**src/rtl/dcm_pkg.sv**
```systemverilog
package dcm_pkg;

    typedef enum logic [2:0] {
        OP_IDX_WBINV    = 3'd0,
        OP_IDX_LDTAG    = 3'd1,
        OP_IDX_STTAG    = 3'd2,
        OP_CREATE_DIRTY = 3'd3,
        OP_HIT_INV      = 3'd4,
        OP_HIT_WBINV    = 3'd5,
        OP_HIT_WB       = 3'd6,
        OP_NOP          = 3'd7
    } maint_op_e;

    typedef enum logic [1:0] {
        ST_IDLE   = 2'd0,
        ST_LOOKUP = 2'd1,
        ST_WB     = 2'd2
    } fsm_e;

endpackage

```
**src/rtl/dcm_op_decode.sv**
```systemverilog
module dcm_op_decode
    import dcm_pkg::*;
#(
    parameter int INSN_W = 32,
    parameter int OP_LSB = 18
) (
    input  logic [INSN_W-1:0] insn_i,
    output maint_op_e         op_o
);
    // only the three operation bits take part in the decode
    assign op_o = maint_op_e'(insn_i[OP_LSB +: 3]);

    logic unused_insn;
    assign unused_insn = ^{insn_i[INSN_W-1:OP_LSB+3], insn_i[OP_LSB-1:0]};
endmodule

```
**src/rtl/dcm_line_eval.sv**
```systemverilog
module dcm_line_eval
    import dcm_pkg::*;
#(
    parameter int TAG_W = 25,
    parameter int PAR_W = 16,
    parameter int REG_W = 32
) (
    input  maint_op_e         op_i,
    input  logic              ent_v_i,
    input  logic              ent_w_i,
    input  logic [TAG_W-1:0]  ent_tag_i,
    input  logic [PAR_W-1:0]  ent_par_i,
    input  logic [TAG_W-1:0]  req_tag_i,
    input  logic [REG_W-1:0]  tag_lo_i,
    input  logic [REG_W-1:0]  tag_hi_i,
    output logic              need_wb_o,
    output logic              upd_en_o,
    output logic              load_en_o,
    output logic              nxt_v_o,
    output logic              nxt_w_o,
    output logic [TAG_W-1:0]  nxt_tag_o,
    output logic [PAR_W-1:0]  nxt_par_o
);
    logic hit, dirty;

    assign hit   = ent_v_i && (ent_tag_i == req_tag_i);
    assign dirty = ent_v_i && ent_w_i;

    always_comb begin
        need_wb_o = 1'b0;
        upd_en_o  = 1'b0;
        load_en_o = 1'b0;
        nxt_v_o   = ent_v_i;
        nxt_w_o   = ent_w_i;
        nxt_tag_o = ent_tag_i;
        nxt_par_o = ent_par_i;
        unique case (op_i)
            OP_IDX_WBINV: begin
                need_wb_o = dirty;
                upd_en_o  = 1'b1;
                nxt_v_o   = 1'b0;
                nxt_w_o   = 1'b0;
            end
            OP_IDX_LDTAG: load_en_o = 1'b1;
            OP_IDX_STTAG: begin
                upd_en_o  = 1'b1;
                nxt_v_o   = tag_lo_i[0];
                nxt_w_o   = tag_lo_i[1];
                nxt_tag_o = tag_lo_i[TAG_W+1:2];
                nxt_par_o = tag_hi_i[PAR_W-1:0];
            end
            OP_CREATE_DIRTY: begin
                need_wb_o = !hit && dirty;
                upd_en_o  = 1'b1;
                nxt_v_o   = 1'b1;
                nxt_w_o   = 1'b1;
                nxt_tag_o = req_tag_i;
            end
            OP_HIT_INV: if (hit) begin
                upd_en_o = 1'b1;
                nxt_v_o  = 1'b0;
                nxt_w_o  = 1'b0;
            end
            OP_HIT_WBINV: if (hit) begin
                need_wb_o = ent_w_i;
                upd_en_o  = 1'b1;
                nxt_v_o   = 1'b0;
                nxt_w_o   = 1'b0;
            end
            OP_HIT_WB: if (hit && ent_w_i) begin
                need_wb_o = 1'b1;
                upd_en_o  = 1'b1;
                nxt_w_o   = 1'b0;
            end
            default: ;
        endcase
    end

    logic unused_regs;
    assign unused_regs = ^{tag_lo_i[REG_W-1:TAG_W+2], tag_hi_i[REG_W-1:PAR_W]};
endmodule

```
**src/rtl/dcm_ctrl.sv**
```systemverilog
module dcm_ctrl
    import dcm_pkg::*;
#(
    parameter int ADDR_W = 32,
    parameter int IDX_W  = 3,
    parameter int OFF_W  = 4,
    parameter int LINE_W = 128,
    parameter int REG_W  = 32,
    parameter int INSN_W = 32,
    parameter int OP_LSB = 18
) (
    input  logic                 clk_i,
    input  logic                 rst_ni,
    input  logic                 cmd_valid_i,
    input  logic [INSN_W-1:0]    cmd_insn_i,
    input  logic [ADDR_W-1:0]    cmd_addr_i,
    output logic                 busy_o,
    input  logic [REG_W-1:0]     tag_lo_i,
    input  logic [REG_W-1:0]     tag_hi_i,
    output logic [REG_W-1:0]     tag_lo_o,
    output logic [LINE_W/8-1:0]  ecc_o,
    output logic [IDX_W-1:0]     line_idx_o,
    input  logic [LINE_W-1:0]    line_data_i,
    output logic                 wb_valid_o,
    input  logic                 wb_ready_i,
    output logic [ADDR_W-1:0]    wb_addr_o,
    output logic [LINE_W-1:0]    wb_data_o
);
    localparam int LINES = 1 << IDX_W;
    localparam int TAG_W = ADDR_W - IDX_W - OFF_W;
    localparam int PAR_W = LINE_W / 8;

    typedef struct packed {
        fsm_e                           fsm;
        maint_op_e                      op;
        logic [ADDR_W-1:0]              addr;
        logic [LINES-1:0]               v;
        logic [LINES-1:0]               w;
        logic [LINES-1:0][TAG_W-1:0]    tag;
        logic [LINES-1:0][PAR_W-1:0]    par;
        logic [REG_W-1:0]               tlo;
        logic [PAR_W-1:0]               ecc;
        logic                           wb_valid;
        logic [ADDR_W-1:0]              wb_addr;
    } ctl_t;

    ctl_t q_q, q_d;

    maint_op_e          dec_op;
    logic [IDX_W-1:0]   idx;
    logic [TAG_W-1:0]   req_tag;
    logic               need_wb, upd_en, load_en, nxt_v, nxt_w;
    logic [TAG_W-1:0]   nxt_tag;
    logic [PAR_W-1:0]   nxt_par;

    assign idx     = q_q.addr[OFF_W +: IDX_W];
    assign req_tag = q_q.addr[ADDR_W-1 -: TAG_W];

    dcm_op_decode #(.INSN_W(INSN_W), .OP_LSB(OP_LSB)) dec_i (
        .insn_i (cmd_insn_i),
        .op_o   (dec_op)
    );

    dcm_line_eval #(.TAG_W(TAG_W), .PAR_W(PAR_W), .REG_W(REG_W)) eval_i (
        .op_i      (q_q.op),
        .ent_v_i   (q_q.v[idx]),
        .ent_w_i   (q_q.w[idx]),
        .ent_tag_i (q_q.tag[idx]),
        .ent_par_i (q_q.par[idx]),
        .req_tag_i (req_tag),
        .tag_lo_i  (tag_lo_i),
        .tag_hi_i  (tag_hi_i),
        .need_wb_o (need_wb),
        .upd_en_o  (upd_en),
        .load_en_o (load_en),
        .nxt_v_o   (nxt_v),
        .nxt_w_o   (nxt_w),
        .nxt_tag_o (nxt_tag),
        .nxt_par_o (nxt_par)
    );

    always_comb begin
        logic commit;
        q_d    = q_q;
        commit = 1'b0;
        unique case (q_q.fsm)
            ST_IDLE: if (cmd_valid_i) begin
                q_d.fsm  = ST_LOOKUP;
                q_d.op   = dec_op;
                q_d.addr = cmd_addr_i;
            end
            ST_LOOKUP: begin
                if (need_wb) begin
                    q_d.fsm      = ST_WB;
                    q_d.wb_valid = 1'b1;
                    q_d.wb_addr  = {q_q.tag[idx], idx, {OFF_W{1'b0}}};
                end else begin
                    q_d.fsm = ST_IDLE;
                    commit  = 1'b1;
                end
            end
            ST_WB: if (wb_ready_i) begin
                q_d.fsm      = ST_IDLE;
                q_d.wb_valid = 1'b0;
                commit       = 1'b1;
            end
            default: q_d.fsm = ST_IDLE;
        endcase
        if (commit && upd_en) begin
            q_d.v[idx]   = nxt_v;
            q_d.w[idx]   = nxt_w;
            q_d.tag[idx] = nxt_tag;
            q_d.par[idx] = nxt_par;
        end
        if (commit && load_en) begin
            q_d.tlo = REG_W'({q_q.tag[idx], q_q.w[idx], q_q.v[idx]});
            q_d.ecc = q_q.par[idx];
        end
    end

    always_ff @(posedge clk_i) begin
        if (!rst_ni) q_q <= '0;
        else         q_q <= q_d;
    end

    assign busy_o     = (q_q.fsm != ST_IDLE);
    assign tag_lo_o   = q_q.tlo;
    assign ecc_o      = q_q.ecc;
    assign line_idx_o = idx;
    assign wb_valid_o = q_q.wb_valid;
    assign wb_addr_o  = q_q.wb_addr;
    assign wb_data_o  = line_data_i;

    logic unused_off;
    assign unused_off = ^q_q.addr[OFF_W-1:0];
endmodule

```
**config.mk**
```make
export PLATFORM = sky130hd
export DESIGN_NAME = dcm_ctrl
export DESIGN_NICKNAME = d
export VERILOG_FILES = /design/src/rtl/dcm_pkg.sv /design/src/rtl/dcm_op_decode.sv /design/src/rtl/dcm_line_eval.sv /design/src/rtl/dcm_ctrl.sv
export SDC_FILE = /design/constraint.sdc
export NUM_CORES = 1
export LEC_CHECK = 0
export BUFFER_PORTS_ARGS = -buffer_cell sky130_fd_sc_hd__buf_2
export CORE_UTILIZATION = 50
export CTS_CLUSTER_SIZE = 24
export DETAILED_ROUTE_END_ITERATION = 8
export GPL_ROUTABILITY_DRIVEN = 0
export GPL_TIMING_DRIVEN = 1
export PLACE_DENSITY = 0.77
export SLEW_MARGIN = 5
export SYNTH_ARGS = -nofsm -noshare
export SYNTH_HDL_FRONTEND = slang
export SYNTH_SLANG_ARGS = --single-unit
```
**constraint.sdc**
```tcl
create_clock -name clk_i -period 7.4 [get_ports clk_i]
set_input_delay 1.48 -clock clk_i [delete_from_list [all_inputs] [get_ports clk_i]]
set_output_delay 1.48 -clock clk_i [all_outputs]
set_load 0.05 [all_outputs]
```
Yosys cells after proc, flatten, opt, wreduce, memory -nomap -nowiden
Index checks and enable logic that the tools add are counted.
{ "totals": {"word_cells": 98, "mem_bits_rw": 0, "ff_bits": 453, "romBits": 0, "output_inout_bits": 213, "latch_bits": 0, "n_memories": 0} }
{ "classes": {"reduce_logical": 18, "n_mul": 0, "bitwise_logic": 0, "div_mod_pow": 0, "eq_ne": 12, "n_addsub": 0, "shifts": 0, "n_mux": 41, "order_cmp": 2} }
{ "op_table": {"columns": ["op", "n"], "rows": [
  ["200-bit bitwise mux", 1],
  ["128-bit bitwise mux", 1],
  ["25-bit binary-select mux with 3-bit select", 1],
  ["25-bit demux with 3-bit select", 1],
  ["25-bit 2-to-1 mux", 2],
  ["25-bit case mux with 2 select lines", 1],
  ["16-bit binary-select mux with 3-bit select", 1],
  ["16-bit demux with 3-bit select", 1],
  ["16-bit 2-to-1 mux", 3],
  ["37-bit 2-to-1 mux", 1],
  ["33-bit 2-to-1 mux", 1],
  ["25-bit == test", 1],
  ["8-bit bitwise mux", 2],
  ["1-bit 2-to-1 mux", 13],
  ["3-bit == test (second input constant)", 3],
  ["1-bit case mux with 4 select lines", 2],
  ["1-bit logical AND", 7],
  ["1-bit binary-select mux with 3-bit select", 2],
  ["3-bit by 2-bit == test with 1-bit output (second input constant)", 2],
  ["2-bit case mux with 3 select lines", 1],
  ["2-bit AND reduction", 3],
  ["1-bit case mux with 5 select lines", 1],
  ["3-bit by 4-bit < comparator with 1-bit output (second input constant)", 1],
  ["2-bit 2-to-1 mux", 2],
  ["16 further kinds", 19]
]} }

Longest topological paths before layout
{ "depth": {"ltp_word": 10, "depth_mapped": 17, "depth_no_buf": 10} }

Cells and area by module
A second synthesis with hierarchy kept.
{ "hier_totals": {"cells_unflattened": 2095, "hier_area_um2": 21254.1} }
{ "by_module_without_submodules": {"columns": ["module", "area_each_um2", "cells_each", "n_inst", "seq_area_each_um2"], "rows": [
  ["dcm_ctrl", 20063.0, 1926, 1, 8988.6],
  ["dcm_line_eval", 1168.6, 166, 1, 0.0],
  ["dcm_op_decode", 22.5, 3, 1, 0.0]
]} }

Worst setup path after synthesis
Ideal clock, no wire load.
{ "synth_path": {"path_kind": "reg-to-reg", "startpoint": "reg q_q (netlist bit line_idx_o[0])", "endpoint": "reg q_q[307] (netlist name)", "arrival_time_ps": 3369, "setup_slack_ps": 3902, "stages_incl_launch_ff": 15, "synth_period_minus_slack_ps": 3498, "setup_time_ps": 130, "path_cell_list": "dfxtp_1 > buf_2 > buf_2 > mux4_2 > xnor2_1 > or2_2 > nor4b_2 > nand4_2 > o21ai_1 > nor3b_4 > buf_6 > o211a_1 > buf_2 > buf_2 > o22ai_1"} }
{ "synth_via": {"elab_chain_len": 10, "elab_cells_between_ends": 27} }
{ "synth_lines": {"columns": ["element", "line", "source"], "rows": [
  ["start: declaration", "dcm_ctrl.sv:47", "ctl_t q_q, q_d;"],
  ["start signal: assignment", "dcm_ctrl.sv:123", "else q_q <= q_d;"],
  ["25-bit binary-select mux with 3-bit select", "dcm_ctrl.sv:68", ".ent_tag_i (q_q.tag[idx]),"],
  ["25-bit 2-to-1 mux (implied by the code)", "dcm_ctrl.sv:68", null],
  ["25-bit == test", "dcm_line_eval.sv:26", "assign hit = ent_v_i && (ent_tag_i == req_tag_i);"],
  ["1-bit logical AND", "dcm_line_eval.sv:26", null],
  ["1-bit logical AND or 1-bit zero test (tied branches)", "dcm_line_eval.sv:70, dcm_line_eval.sv:53", null],
  ["1-bit 2-to-1 mux or 1-bit logical AND (tied branches)", "dcm_line_eval.sv:70, dcm_line_eval.sv:53", null],
  ["1-bit case mux with 4 select lines", "dcm_line_eval.sv:37", "unique case (op_i)"],
  ["1-bit 2-to-1 mux", "dcm_ctrl.sv:93", "if (need_wb) begin"],
  ["1-bit case mux with 2 select lines", "dcm_ctrl.sv:86", "unique case (q_q.fsm)"],
  ["1-bit logical AND", "dcm_ctrl.sv:109", "if (commit && upd_en) begin"]
]} }
Parallel ways exist; a longest one is shown, timed or not. The select of a mux whose other input is x is not followed.
A chain may end at the register's enable or synchronous reset.

Worst setup path after layout
{ "layout_path": {"startpoint": "reg q_q (netlist bit line_idx_o[2])", "endpoint": "reg q_q[259] (netlist name)"} }
Same word-level chain as after synthesis.

==> impl_table.tex <==
\begin{tabular}{lr}
\hline
Metric & Value \\
\hline
\multicolumn{2}{l}{\textbf{Finish}} \\
\quad Layout overhead on the synthesized area & 3.663\% \\
\quad Area of the multi-input gates & between 10000 and 15000 um\^{}2 \\
\quad Share of post-route cells with drive strength above 1 & 17.56\% \\
\quad Seq. cell area & 9001 um\^{}2 \\
\quad Final layout net count & between 2k and 3k \\
\quad Post-route cell area & 22910 um\^{}2 \\
\quad Inserted Diodes & 0 \\
\quad Fill cell total of the finished layout & about 3.7k \\
\multicolumn{2}{l}{\textbf{Floorplan}} \\
\quad Horizontal die dimension & approximately 210 um \\
\quad Starting density of the core & just over 50\% \\
\quad Die Ht & about 210 um \\
\quad Std cell rows & 76 \\
\quad Core area & 43360 um\^{}2 \\
\quad \# IOs & about 470 \\
\quad Die area & roughly 45000 um\^{}2 \\
\multicolumn{2}{l}{\textbf{CTS}} \\
\quad Post-cts repair resize count & 0 \\
\quad TritonCTS buffer count & 43 \\
\quad Sinks on Clock Net & $\sim$450 \\
\quad Clock tree from TritonCTS & yes \\
\quad Cts-stage hold buffer count & 0 \\
\quad Clock H-tree levels & 2 \\
\quad Clock-pin transition on the worst setup and hold timing paths & around 0.06 ns \\
\quad Clock latency on the worst-skew pair & approximately 0.57 ns \\
\quad Clock Tree Buf Depth & 3 \\
\quad Root buffer selected by CTS & sky130\_fd\_sc\_hd\_\_clkbuf\_16 \\
\quad Setup repair bufs after CTS & 0 \\
\multicolumn{2}{l}{\textbf{Place}} \\
\quad Post-detail-place hpwl & 43280 um \\
\quad Count of input and output buffers & $\sim$150 \\
\quad DP Area & between 20000 and 25000 um\^{}2 \\
\multicolumn{2}{l}{\textbf{Global routing}} \\
\quad Antenna violations before repair & 2 \\
\quad Number of global-route vias before repair & approximately 17k \\
\quad Largest net degree at the start of global routing & approximately 140 \\
\quad Total Routing Usage GR & between 20\% and 30\% \\
\quad Total gr overflow & 0 \\
\quad First-pass GRT wire length & 101700 um \\
\multicolumn{2}{l}{\textbf{Logic synthesis}} \\
\quad Synthesis-stage register bit count & roughly 450 \\
\quad Main area contributors after synthesis & sky130\_fd\_sc\_hd\_\_dfxtp\_1, sky130\_fd\_sc\_hd\_\_o22ai\_1, sky130\_fd\_sc\_hd\_\_nand2\_1 \\
\quad Syn Inst Count & 2419 \\
\quad Syn Std Cell Area & 22100 um\^{}2 \\
\quad Mean instance size in the synthesized netlist & roughly 9 um\^{}2 \\
\quad Post-synth top cells & sky130\_fd\_sc\_hd\_\_nand2\_1, sky130\_fd\_sc\_hd\_\_dfxtp\_1, sky130\_fd\_sc\_hd\_\_o22ai\_1 \\
\quad Number of distinct standard cells referenced by the synthesized netlist & 68 \\
\quad Share of synthesized area occupied by flip-flops and latches & 40.67\% \\
\quad Warnings from Yosys & 0 \\
\quad Portion of synthesized cell area occupied by the leading cell type & about two fifths \\
\quad Most common cell in the synthesized netlist & sky130\_fd\_sc\_hd\_\_nand2\_1 \\
\quad Biggest area consumer among synthesized cells & sky130\_fd\_sc\_hd\_\_dfxtp\_1 \\
\quad Fraction of registers with async set or reset after synthesis & 0\% \\
\quad Post-synth EDFFs & 0 \\
\quad Main synth FF type & sky130\_fd\_sc\_hd\_\_dfxtp\_1 \\
\multicolumn{2}{l}{\textbf{Route}} \\
\quad Remaining antenna violation count after routing & 0 \\
\quad \# DRC & 0 \\
\quad Via density per instance & approximately 6.5 \\
\quad Mean routed wirelength per cell & 23.87 um \\
\quad Total length of routed wires & 68340 um \\
\quad Number of DRC markers in iteration 0 & 2485 \\
\quad Pre-antenna DRT Iters & 6 \\
\quad Number of vias in the routed layout & approximately 19k \\
\multicolumn{2}{l}{\textbf{Critical path}} \\
\quad Worst setup SP type & flip-flop \\
\quad Biggest cell delay along the critical path & 0.94 ns \\
\quad Critical path's most frequent cell & sky130\_fd\_sc\_hd\_\_buf\_4 \\
\quad Critical-path cell with the highest stage delay & sky130\_fd\_sc\_hd\_\_o2111a\_1 \\
\quad Critical setup path kind & reg -> reg \\
\quad Required time worst endpoint & approximately 7.8 ns \\
\quad Peak fanout along the critical path & 54 \\
\quad Cell Chain, Critical Path & buf\_4 -> mux2\_2 -> a22oi\_1 -> o221ai\_1 -> xnor2\_1 -> and4b\_1 -> nand4\_2 -> o21ai\_1 -> nor3b\_4 -> o2111a\_1 -> buf\_4 -> o22ai\_1 \\
\quad Element type at the critical path end & flip-flop \\
\quad Worst path arrival time & between 6 and 7 ns \\
\multicolumn{2}{l}{\textbf{Power and ir drop}} \\
\quad Peak ir drop on the vdd network & roughly 0.17 mV \\
\quad Leakage power total & 8.347 nW \\
\quad Ratio of total power to cell area & about 230 nW/um\^{}2 \\
\multicolumn{2}{l}{\textbf{Timing}} \\
\quad Time the worst path needs with I/O delays and setup & 5.984 ns \\
\quad Slew at the pin closest to its max-slew limit & about 1.1 ns \\
\quad Worst slew margin relative to its limit & between 20\% and 30\% \\
\quad Final Skew & between 0.02 and 0.025 ns \\
\quad Setup tns final & 0 ns \\
\quad Final setup vio count & 0 \\
\quad Unrepaired setup endpoints after global routing & no \\
\quad Number of slew-limit violations in the final report & 0 \\
\quad Final hold violations & 0 \\
\quad Fmax & approximately 170 MHz \\
\quad Period utilization & $\sim$80\% \\
\multicolumn{2}{l}{\textbf{Flow run}} \\
\quad Max Cap Viol & 0 \\
\multicolumn{2}{l}{\textbf{Hold path}} \\
\quad Worst hold path type & reg -> reg \\
\multicolumn{2}{l}{\textbf{Status}} \\
\quad Status & finished clean \\
\hline
\end{tabular}
-- through the flow --
step	power (mW)	hold WS (ns)	cells	worst slack, ns	util, %
2_1_floorplan	3.049	0.4311	2427	3.902	-
3_3_place_gp	3.002	0.4376	2789	1.684	49.57
3_5_place_dp	3.007	0.4444	2789	1.618	49.57
4_1_cts	5.203	0.4531	2863	1.572	52.84
5_1_grt	5.335	0.4691	2863	1.255	52.84
6_report	5.225	0.4538	2863	1.416	52.84
-- cell type report --
class	count	area share [%]
multi-input cells	1536	45.52
flip-flops and latches	449	39.29
repair buffers	208	5.625
clock buffers	64	5.620
well taps	585	3.195
clock inverters	10	0.5680
inverters	11	0.1802
-- where the power goes --
| part | switching [mW] | total (mW) | internal [mW] |
|---|---|---|---|
| clock | 0.949 | 2.25 | 1.30 |
| sequential | 0.0343 | 2.47 | 2.43 |
| combinational | 0.363 | 0.506 | 0.143 |
| total | 1.35 | 5.22 | 3.88 |
-- layout by cell type (no fill, tap or decap), types with 5 or more instances in the layout --
cell type and count:
sky130_fd_sc_hd__a21boi_0 49, sky130_fd_sc_hd__clkbuf_8 9, sky130_fd_sc_hd__or2_2 10, sky130_fd_sc_hd__and2_1 7
sky130_fd_sc_hd__xor2_1 6, sky130_fd_sc_hd__nor3_1 13, sky130_fd_sc_hd__mux2_2 33, sky130_fd_sc_hd__conb_1 9
sky130_fd_sc_hd__buf_4 47, sky130_fd_sc_hd__clkinv_2 5, sky130_fd_sc_hd__nor2_1 52, sky130_fd_sc_hd__o2111ai_4 40
sky130_fd_sc_hd__a22oi_1 14, sky130_fd_sc_hd__a21oi_1 36, sky130_fd_sc_hd__nor2b_1 40, sky130_fd_sc_hd__a211oi_1 8
sky130_fd_sc_hd__clkbuf_1 10, sky130_fd_sc_hd__buf_2 152, sky130_fd_sc_hd__nor3b_1 6, sky130_fd_sc_hd__mux4_2 22
sky130_fd_sc_hd__o22ai_1 355, sky130_fd_sc_hd__and3_1 6, sky130_fd_sc_hd__clkbuf_16 45, sky130_fd_sc_hd__o21ai_0 35
sky130_fd_sc_hd__buf_12 8, sky130_fd_sc_hd__xnor2_1 7, sky130_fd_sc_hd__a221oi_1 32, sky130_fd_sc_hd__nand2_1 511
sky130_fd_sc_hd__a22o_1 17, sky130_fd_sc_hd__dfxtp_1 445, sky130_fd_sc_hd__o211a_1 36, sky130_fd_sc_hd__mux2i_1 104
sky130_fd_sc_hd__inv_1 11, sky130_fd_sc_hd__nand2b_1 10, sky130_fd_sc_hd__a221o_1 5
-- critical path: cells and delay by family, from the launching register on --
kind | cells | cell delay [ns]
muxes | 1 | 0.41
buffers and inverters | 2 | 1.00
xor gates and xnor gates | 1 | 0.36
DFF | 1 | 0.81
and+or+nand+nor | 3 | 1.28
AOI/OAI and AO/OA | 5 | 1.87
-- state kept, by name (all words and copies together), names as in the netlist --
signal	flops
q_q	374
ecc_o	16
wb_addr_o	28
tag_lo_o	27
line_idx_o	3
wb_valid_o	1
-- layer usage --
| layer | share of wire [%] | vias up | routed length (um) | track usage, % |
|---|---|---|---|---|
| li1 | - | 8123 | - | - |
| met3 | 11 | 239 | 7783 | 7.120 |
| met1 | 38 | 8883 | 25940 | 36.02 |
| met2 | 46 | 1260 | 31350 | 46.73 |
| met4 | 4.7 | 6 | 3185 | 14.61 |
| met5 | 0.11 | - | 73 | 0.7786 |
-- cell families after synthesis --
| logic type | Yosys count | share of synthesized area [%] |
|---|---|---|
| AO/OA/AOI/OAI | 658 | 23.96 |
| AND/OR/NAND/NOR | 692 | 13.47 |
| XOR/XNOR | 13 | 0.5152 |
| other | 1 | 0.01697 |
| multiplexers | 161 | 8.837 |
| flip-flops | 449 | 40.67 |
| buffers and inverters | 442 | 12.36 |
| adder cells (fa/ha/maj) | 3 | 0.1699 |
-- final timing paths --
kind              depth (start not counted)        to  slack, ns     startpoint
setup / recovery                         12  q_q[259]       1.42  line_idx_o[2]
hold reg to reg                           2  q_q[351]       0.45       q_q[351]
hold / removal                            2  q_q[351]       0.45       q_q[351]
setup reg to reg                         12  q_q[259]       1.42  line_idx_o[2]
Note: power is estimated with default switching activity, not from simulation.
